===== config.mk =====
export PLATFORM = sky130hd
export DESIGN_NAME = sha256_pad_unit
export DESIGN_NICKNAME = d
export VERILOG_FILES = /design/src/rtl/sha256_pad_unit.sv
export SDC_FILE = /design/constraint.sdc
export NUM_CORES = 1
export LEC_CHECK = 0
export BUFFER_PORTS_ARGS = -buffer_cell sky130_fd_sc_hd__buf_4
export CORE_ASPECT_RATIO = 0.6
export CORE_MARGIN = 8
export CORE_UTILIZATION = 45
export DETAILED_ROUTE_END_ITERATION = 16
export PLACE_DENSITY_LB_ADDON = 0.05
export SYNTH_ARGS = -nofsm -noshare
export SYNTH_HDL_FRONTEND = slang
export SYNTH_SLANG_ARGS = --single-unit

===== constraint.sdc =====
create_clock -name clk -period 4.15 [get_ports clk]
set_input_delay 0.83 -clock clk [delete_from_list [all_inputs] [get_ports clk]]
set_output_delay 0.83 -clock clk [all_outputs]
set_load 0.01 [all_outputs]

===== src/rtl/sha256_pad_unit.sv =====
module sha256_pad_unit #(
  parameter int BLK_BYTES = 64
) (
  input  logic        clk,
  input  logic        rst_n,
  input  logic        start,
  input  logic        pad_en,
  input  logic [6:0]  res_bytes,
  input  logic [31:0] len_lo,
  input  logic [31:0] len_hi,
  input  logic        in_valid,
  input  logic [7:0]  in_data,
  output logic        in_ready,
  output logic        out_valid,
  output logic [7:0]  out_data,
  input  logic        out_ready,
  output logic        out_last,
  output logic        out_eob,
  output logic        idle
);
  localparam int LEN_BYTES = 8;
  localparam int ROOM      = BLK_BYTES - LEN_BYTES;
  localparam int BW        = $clog2(BLK_BYTES);
  localparam int PW        = BW + 1;
  localparam int LIW       = $clog2(LEN_BYTES);

  logic          busy_q, pad_q, two_q;
  logic [6:0]    cnt_q;
  logic [63:0]   len_q;
  logic [PW-1:0] pos_q;

  logic [6:0]    res_eff;
  logic [PW-1:0] last_pos, tail_start, tail_off;
  logic [LIW-1:0] len_idx;
  logic [63:0]   len_sh;
  logic          need_in, in_tail, fire;
  logic [7:0]    pad_byte;

  assign res_eff    = (res_bytes > 7'(BLK_BYTES)) ? 7'(BLK_BYTES) : res_bytes;
  assign last_pos   = two_q ? PW'(2*BLK_BYTES-1) : PW'(BLK_BYTES-1);
  assign tail_start = last_pos - PW'(LEN_BYTES-1);
  assign in_tail    = pos_q >= tail_start;
  assign tail_off   = pos_q - tail_start;
  assign len_idx    = tail_off[LIW-1:0];
  assign len_sh     = len_q >> {LIW'(LEN_BYTES-1) - len_idx, 3'b000};

  assign need_in  = busy_q && (!pad_q || (PW'(cnt_q) > pos_q));
  assign pad_byte = (pos_q == PW'(cnt_q)) ? 8'h80 : (in_tail ? len_sh[7:0] : 8'h00);

  assign out_data  = need_in ? in_data : pad_byte;
  assign out_valid = busy_q && (!need_in || in_valid);
  assign in_ready  = need_in && out_ready;
  assign fire      = out_valid && out_ready;
  assign out_eob   = busy_q && (pos_q[BW-1:0] == {BW{1'b1}});
  assign out_last  = busy_q && (!two_q || pos_q[BW]);
  assign idle      = !busy_q;

  always_ff @(posedge clk or negedge rst_n) begin
    if (!rst_n) begin
      busy_q <= 1'b0;
      pad_q  <= 1'b0;
      two_q  <= 1'b0;
      cnt_q  <= '0;
      len_q  <= '0;
      pos_q  <= '0;
    end else if (!busy_q) begin
      if (start) begin
        busy_q <= 1'b1;
        pad_q  <= pad_en;
        two_q  <= pad_en && (res_eff >= 7'(ROOM));
        cnt_q  <= res_eff;
        len_q  <= {len_hi, len_lo};
        pos_q  <= '0;
      end
    end else if (fire) begin
      if (pos_q == last_pos) busy_q <= 1'b0;
      else                   pos_q  <= pos_q + 1'b1;
    end
  end

  AST_RESET_IDLE: assert property (@(posedge clk) !rst_n |=> idle);
  AST_IDLE_QUIET: assert property (@(posedge clk) disable iff (!rst_n)
    idle |-> (!out_valid && !in_ready));
  AST_IN_NEEDS_OUT: assert property (@(posedge clk) disable iff (!rst_n)
    in_ready |-> out_ready);
  AST_START_TAKES: assert property (@(posedge clk) disable iff (!rst_n)
    (idle && start) |=> !idle);
  AST_HOLD_GEN: assert property (@(posedge clk) disable iff (!rst_n)
    (out_valid && !out_ready && !in_ready && !need_in) |=>
      (out_valid && $stable(out_data) && $stable(out_last) && $stable(out_eob)));
  AST_END_IDLE: assert property (@(posedge clk) disable iff (!rst_n)
    (fire && out_eob && out_last) |=> idle);
endmodule


Word level (Yosys, flattened, before mapping)
Cells that the tools add are included.
{"block": "op_classes", "add_sub_neg": 4, "mul": 0, "n_div": 0, "order_cmp": 4, "n_eq_ne": 5, "shift": 1, "muxes": 13, "n_bitwise": 1, "n_reduce_logical": 17}
{"cell": "64-bit by 6-bit right shift with 8-bit output", "count": 1}
{"cell": "7-bit two-way mux", "count": 6}
{"cell": "8-bit two-way mux", "count": 3}
{"cell": "7-bit == test", "count": 2}
{"cell": "7-bit by 1-bit adder with 7-bit output (second input constant)", "count": 1}
{"cell": "7-bit by 6-bit greater-or-equal comparator with 1-bit output (second input constant)", "count": 1}
{"cell": "7-bit greater-or-equal comparator", "count": 1}
{"cell": "7-bit > comparator", "count": 1}
{"cell": "7-bit > comparator (second input constant)", "count": 1}
{"cell": "1-bit logical AND", "count": 7}
{"cell": "7-bit by 3-bit subtractor with 7-bit output (second input constant)", "count": 1}
{"cell": "6-bit == test (second input constant)", "count": 1}
{"cell": "1-bit logical NOT", "count": 4}
{"cell": "1-bit two-way mux", "count": 4}
{"cell": "1-bit logical OR", "count": 3}
{"cell": "3-bit AND reduction", "count": 1}
{"cell": "3-bit subtractor", "count": 1}
{"cell": "3-bit subtractor (first input constant)", "count": 1}
{"cell": "2-bit by 1-bit inequality test with 1-bit output (second input constant)", "count": 1}
{"cell": "2-bit inequality test (second input constant)", "count": 1}
{"cell": "2-bit AND reduction", "count": 1}
{"cell": "2-bit nonzero test", "count": 1}
{"cell": "1-bit NOT", "count": 1}
{"block": "totals", "ff_bits": 81, "latchBits": 0, "mem_bits_rw": 0, "mem_bits_ro": 0, "word_cells": 51, "mem_count": 0}

Depth between registers and ports, before layout
Gate-level depths: netlist (run 1).
{"block": "depth", "depth_word": 9, "mapped_depth": 9, "ltp_nobuf": 7}

Least setup slack after synthesis (run 1)
Ideal clock, no wire load.
{"block": "synth_path", "kind": "reg2out", "from": "reg pos_q[2]", "to": "out out_data[0]", "arrival_ns": 2.075, "path_slack_ns": 1.245, "path_stages_with_launch": 9, "cell_sequence": "dfrtp_1 buf_2 clkinv_1 ha_1 a21oi_1 a21o_1 o2111ai_1 nand3_2 mux2_2"}
{"block": "synth_via", "elab_chain_len": 6}
{"element": "start, declared", "line_no": "30", "rtl": "logic [PW-1:0] pos_q;"}
{"element": "start signal, assigned", "line_no": "77", "rtl": "else pos_q <= pos_q + 1'b1;"}
{"element": "3-bit subtractor", "line_no": "43", "rtl": "assign tail_off = pos_q - tail_start;"}
{"element": "3-bit subtractor", "line_no": "45", "rtl": "assign len_sh = len_q >> {LIW'(LEN_BYTES-1) - len_idx, 3'b000};"}
{"element": "64-bit by 6-bit right shift with 8-bit output", "line_no": "45"}
{"element": "8-bit two-way mux (2 in series)", "line_no": "48", "rtl": "assign pad_byte = (pos_q == PW'(cnt_q)) ? 8'h80 : (in_tail ? len_sh[7:0] : 8'h00);"}
{"element": "8-bit two-way mux (*)", "line_no": "50", "rtl": "assign out_data = need_in ? in_data : pad_byte;"}
{"element": "end, declared", "line_no": "15", "rtl": "output logic [7:0] out_data,"}
Mark *: on every way between the ends. The rest lies on a longest branch, timed or not.

Final worst setup path (run 1)
{"block": "layout_path", "from": "reg pos_q[2]", "to": "out out_data[5]"}
The elaborated chain is that of the path after synthesis.

==> results of run 1 <==
-- worst paths after layout --
check	cells past startpoint	slack (ns)	endpoint	startpoint
max in group asynchronous	1	2.83	len_q[27]	rst_n
min	2	0.47	len_q[37]	len_q[37]
min in group asynchronous	1	0.66	len_q[8]	rst_n
min reg2reg	2	0.47	len_q[37]	len_q[37]
max reg2reg	7	1.44	pos_q[0]	pos_q[2]
max	8	0.29	out_data[5]	pos_q[2]
-- registers in the layout, indices dropped and copies added, names as in the netlist --
register / flops
len_q: 64
cnt_q: 7
pos_q: 7
busy_q: 1
pad_q: 1
two_q: 1
-- layer usage --
layer,vias to the layer above,global-route usage
met4,0,0.0436
met2,119,0.263
met1,1647,0.265
met5,-,0
met3,10,0.0496
li1,1647,-
-- tightest hold or removal path, cell delays in order (launching register included) --
cell and delay (ns):
dfrtp_1 0.34, nand2_1 0.05, nand2_1 0.05
-- kinds of logic (layout without fill, tap and decap cells) --
group,after synthesis,count (layout)
flip-flops,81,81
AO/OA/AOI/OAI,30,30
AND/OR/NAND/NOR,262,262
multiplexers,27,27
buffers and inverters,38,133
adder cells (fa/ha/maj),11,11
-- Yosys cell counts (3+ instances only) --
cell type	count	area share
a21oi_1	10	0.012
buf_1	4	0.0037
buf_2	4	0.0049
clkbuf_1	13	0.012
dfrtp_1	81	0.50
ha_1	11	0.034
inv_1	13	0.012
mux2_2	8	0.022
mux2i_1	3	0.0073
mux4_2	16	0.088
nand2_1	234	0.21
nand3_1	4	0.0049
nand3b_1	7	0.013
nor2_1	5	0.0046
-- stage by stage --
step,total power (W),hold slack (ns),utilization,setup slack (ns)
CTS,0.00370,0.474,0.582,0.261
finish,0.00367,0.473,0.582,0.289
global route,0.00393,0.495,0.582,0.0359
detailed placement,0.00276,0.459,0.544,0.652
floorplan,0.00229,0.440,-,1.25
global placement,0.00273,0.453,0.544,0.748
-- power breakdown --
group	total (W)	leakage, nW	internal (W)	switching (W)
Clock	0.000920	0.167	0.000607	0.000313
Sequential	0.00135	1.03	0.00114	0.000208
Combinational	0.00140	1.57	0.000686	0.000713
-- area by class of cell --
| cell class | count | area share |
|---|---|---|
| Clock buffer | 12 | 0.0469 |
| Sequential cell | 81 | 0.386 |
| Timing Repair Buffer | 102 | 0.146 |
| Inverter | 15 | 0.0107 |
| Tap cell | 116 | 0.0276 |
| Multi-Input combinational cell | 330 | 0.364 |
| Clock inverter | 4 | 0.0188 |
==> results.tsv, run 1 <==
metric	value	unit
status	finished clean	
max-cap viol count	0	
delay-heaviest family, CP	flip-flops	
Post-Synth Adder-Cell Area	0.0336	
syn_area_per_cell	9.12	um2
worst endpoint required time	3.32	ns
cts hold-fix bufs	0	
DP HPWL	7.98	mm
Post-Synth Simple-Gate Area	0.261	
number of global-route vias before repair	3550	
Worst IR Drop VDD	0.298	mV
CTS Sinks	81	
Synth Area in XOR/XNOR	0	
Pins Over Slew Limit	0	
min Tclk post-route	3.86	ns
post-route setup TNS	0	ns
Routed WL per cell	16.6	um
initial antenna violation count	0	
TritonCTS buffer count	9	
Hold Path Class	flop to flop	
TritonCTS clock tree	done	
Warnings, synthesis	0	
clock-pin slew on the worst setup and hold paths	0.06	ns
Multi-input gate area	1910	um2
WP data arrival	3.03	ns
FF/Latch Area	2030	um2
CP max stage delay	0.58	ns
CTS Root Buffer Type	clkbuf_16	
DRC errors left	0	
post-synthesis cell count	449	
kind of critical path	flop to output pin	
Layout area overhead	28.3	%
site row count	27	
Final Instance Area	5250	um2
ys flop type	dfrtp_1	
filler instances	827	
Total GRT Usage	0.182	
Die X	139	um
core box area	9020	um2
Die Y	89.9	um
Worst-Margin Slew	1.07	ns
post-route ant nets	0	
final hold violation count	0	
fmax	259	MHz
die area	12500	um2
# Post-CTS Setup Buffers	0	
Leak	2.76	nW
unrepaired setup endpoints after global routing	false	
grt ovf	0	
crit path cell chain	clkinv_1 -> ha_1 -> a21oi_1 -> a21o_1 -> o2111ai_1 -> nand3_2 -> mux2_2 -> buf_4	
via density per instance	5.19	
placed cells	644	
post_cts resized	0	
Nets	635	
# IOs	98	
most frequent cells in the layout	nand2_1 (233), buf_4 (102), dfrtp_1 (81), mux4_2 (16), inv_1 (13)	
Tcrit/Tclk final	0.930	
initial core utilization	0.454	
vias	3423	
endpoints failing setup	0	
top routing layer in use	met4	
largest net degree at the start of global routing	82	
Synth cell types	43	
Post-Layout Cell Count	660	
met2 wire len	4.69	mm
Buffers & Inverters on Critical Path	2	
first-pass iteration count of the detailed router	5	
Area after DPL	4910	um2
mapped cell area	4090	um2
commonest non-fill, non-tap cell in the layout	nand2_1	
WL final	10.9	mm
diodes inserted	0	
first-pass GRT wire length	18.3	mm
multiplexer share of the synthesized area	0.117	
asr flop ratio synth	1.00	
Bufs on Longest Clock Path	2	
largest family of logic cells by synthesized area	simple AND/OR/NAND/NOR gates	
Yosys reg bits	81	
clk_lat worst skew	0.33	ns
htree depth	3	
EDFF count, synth	0	
CP Max Fanout	12	
share of post-route cells with drive strength above 1	0.274	
crit path launch type	flop	
compound-cell area share of the yosys netlist	0.0532	
CP max stage cell	dfrtp_1	
Power Dens Cells	698	nW/um2
Worst Clk Skew	0.00527	ns
sequential fraction of the synthesis area	0.495	
Iteration-0 DRC Markers	199	
routability cong.	0.866	
Syn Nets	545	
Slew HR	0.286	
routed wl met3	722	um
M1 WL	5.44	mm
crit path capture type	output pin	
Port Buffers	97	
Note: power is estimated with default switching activity, not from simulation.
==> run 2: changes to the inputs <==
--- a/config.mk
+++ b/config.mk
@@ -6,9 +6,11 @@
 export NUM_CORES = 1
 export LEC_CHECK = 0
 export BUFFER_PORTS_ARGS = -buffer_cell sky130_fd_sc_hd__buf_4
+export CELL_PAD_IN_SITES_DETAIL_PLACEMENT = 1
+export CELL_PAD_IN_SITES_GLOBAL_PLACEMENT = 2
 export CORE_ASPECT_RATIO = 0.6
 export CORE_MARGIN = 8
-export CORE_UTILIZATION = 45
+export CORE_UTILIZATION = 34
 export DETAILED_ROUTE_END_ITERATION = 16
 export PLACE_DENSITY_LB_ADDON = 0.05
 export SYNTH_ARGS = -nofsm -noshare
==> run 2 against run 1 <==
Via count decreased by 0.93%; clock-buffer cell count shrank 2; wire length is 13% higher; core utilization is 14 points lower; largest cell class unchanged; largest power group unchanged.
==> results.tsv, run 2 (synthesized netlist as in run 1, its figures left out) <==
metric	value	unit
core box area	11900	um2
post-route ant nets	0	
fmax	257	MHz
WP data arrival	3.07	ns
post-route setup TNS	0	ns
Largest regs	len_q (64), cnt_q (7), pos_q (7)	
CTS Root Buffer Type	clkbuf_16	
diodes inserted	0	
cts hold-fix bufs	0	
Slew HR	0.289	
site row count	31	
clk_lat worst skew	0.34	ns
first-pass iteration count of the detailed router	4	
Worst-Margin Slew	1.07	ns
Nets	636	
Leak	2.73	nW
kind of critical path	flop to output pin	
delay-heaviest family, CP	flip-flops	
crit path cell chain	clkinvlp_4 -> ha_1 -> a21oi_1 -> a21o_1 -> o2111ai_1 -> nand3_2 -> mux2_2 -> buf_4	
worst setup margin	0.254	ns
min Tclk post-route	3.90	ns
Biggest register	len_q	
Power Dens Cells	675	nW/um2
grt ovf	0	
htree depth	3	
DRC errors left	0	
Critical R2R Capture	pos_q[0]	
WL final	12.3	mm
endpoints failing setup	0	
worst endpoint required time	3.32	ns
CTS Sinks	81	
clock-pin slew on the worst setup and hold paths	0.06	ns
number of global-route vias before repair	3806	
commonest non-fill, non-tap cell in the layout	nand2_1	
CP max stage delay	0.61	ns
crit path capture type	output pin	
status	finished clean	
Routed WL per cell	17.4	um
initial core utilization	0.344	
# IOs	98	
Hold Path Sink	len_q[44]	
largest net degree at the start of global routing	82	
Layout area overhead	28.5	%
hold_sp	len_q[44]	
Total GRT Usage	0.165	
flop2flop setup slack	1.51	ns
CP Max Fanout	12	
Worst IR Drop VDD	0.255	mV
RR Startpoint	pos_q[2]	
Tcrit/Tclk final	0.939	
TritonCTS buffer count	9	
via density per instance	4.78	
Buffers & Inverters on Critical Path	2	
Worst Clk Skew	0.00589	ns
initial antenna violation count	0	
most frequent cells in the layout	nand2_1 (233), buf_4 (103), dfrtp_1 (81), mux4_2 (16), inv_1 (13)	
pre-CTS WS	0.578	ns
Iteration-0 DRC Markers	166	
first-pass GRT wire length	20.4	mm
Die X	158	um
Multi-input gate area	1910	um2
max-cap viol count	0	
unrepaired setup endpoints after global routing	false	
TritonCTS clock tree	done	
share of post-route cells with drive strength above 1	0.281	
Bufs on Longest Clock Path	2	
vias	3391	
final hold violation count	0	
CP max stage cell	dfrtp_1	
Die Y	101	um
Hold Path Class	flop to flop	
Worst Hold Path Cells	2	
DP HPWL	9.22	mm
FF/Latch Area	2030	um2
R2R cell count	7	
routability cong.	0.826	
crit path launch type	flop	
die area	15900	um2
Largest register FFs	64	
filler instances	1378	
Port Buffers	97	
Pins Over Slew Limit	0	
## run 2: cell count changes in the layout (fill, tap and decap cells not counted), sizes merged
cell,before,now
buf,102,103
bufinv,3,0
clkbuf,12,10
clkinv,1,3
clkinvlp,0,3
## run 2: layout make-up
cell class                 instances  area share
inverter                          15      0.0114
sequential                        81       0.385
multi-input combinational        330       0.364
tap                              165      0.0392
clock inverter                     6     0.00808
clock buffer                      10      0.0454
timing repair buffer             103       0.147
## run 2: worst register-to-register path: cells and delay by family, from the launching register on
family	cells	cell delay, ns
AO/OA/AOI/OAI	3	0.79
adder cells (fa/ha/maj)	1	0.40
buffers and inverters	1	0.32
flip-flops	1	0.61
multiplexers	1	0.29
AND/OR/NAND/NOR	1	0.13
## run 2: worst max-delay path by stage
| stage | start | end | cells past startpoint |
|---|---|---|---|
| 6_report | pos_q[2] | out_data[5] | 8 |
| 5_1_grt | pos_q[2] | out_data[5] | 8 |
| 4_1_cts | pos_q[2] | out_data[5] | 8 |
| 3_5_place_dp | pos_q[2] | out_data[5] | 8 |
| 3_3_place_gp | pos_q[2] | out_data[5] | 8 |
| 2_1_floorplan | pos_q[2] | out_data[0] | 8 |
## run 2: repair_timing
item | CTS | global route
resized for setup | 0 | 1
setup endpoints to repair | 0 | 2
hold endpoints to repair | 0 | 0
setup buffers | 0 | 0
## run 2: through the flow
stage               instance area (um2)  utilization  power [W]  hold slack (ns)  cells
floorplan                          4090            -    0.00229            0.440    449
global placement                   4980        0.418    0.00280            0.454    694
detailed placement                 4980        0.418    0.00283            0.459    694
CTS                                5260        0.442    0.00360            0.475    710
global route                       5260        0.442    0.00383            0.491    710
finish                             5260        0.442    0.00355            0.470    710
## run 2: report_power, final
part           internal, W  total [W]  switching (W)
sequential         0.00114    0.00135       0.000214
clock             0.000422   0.000751       0.000329
combinational     0.000690    0.00145       0.000760
total              0.00225    0.00355        0.00130
## run 2: routing by layer
| metal | routed length, um | global-route usage | part of all wire |
|---|---|---|---|
| met1 | 6340 | 0.237 | 0.51 |
| met2 | 5170 | 0.237 | 0.42 |
| met3 | 739 | 0.0522 | 0.060 |
| met4 | 85 | 0.0349 | 0.0069 |
| met5 | 0 | 0 | 0 |
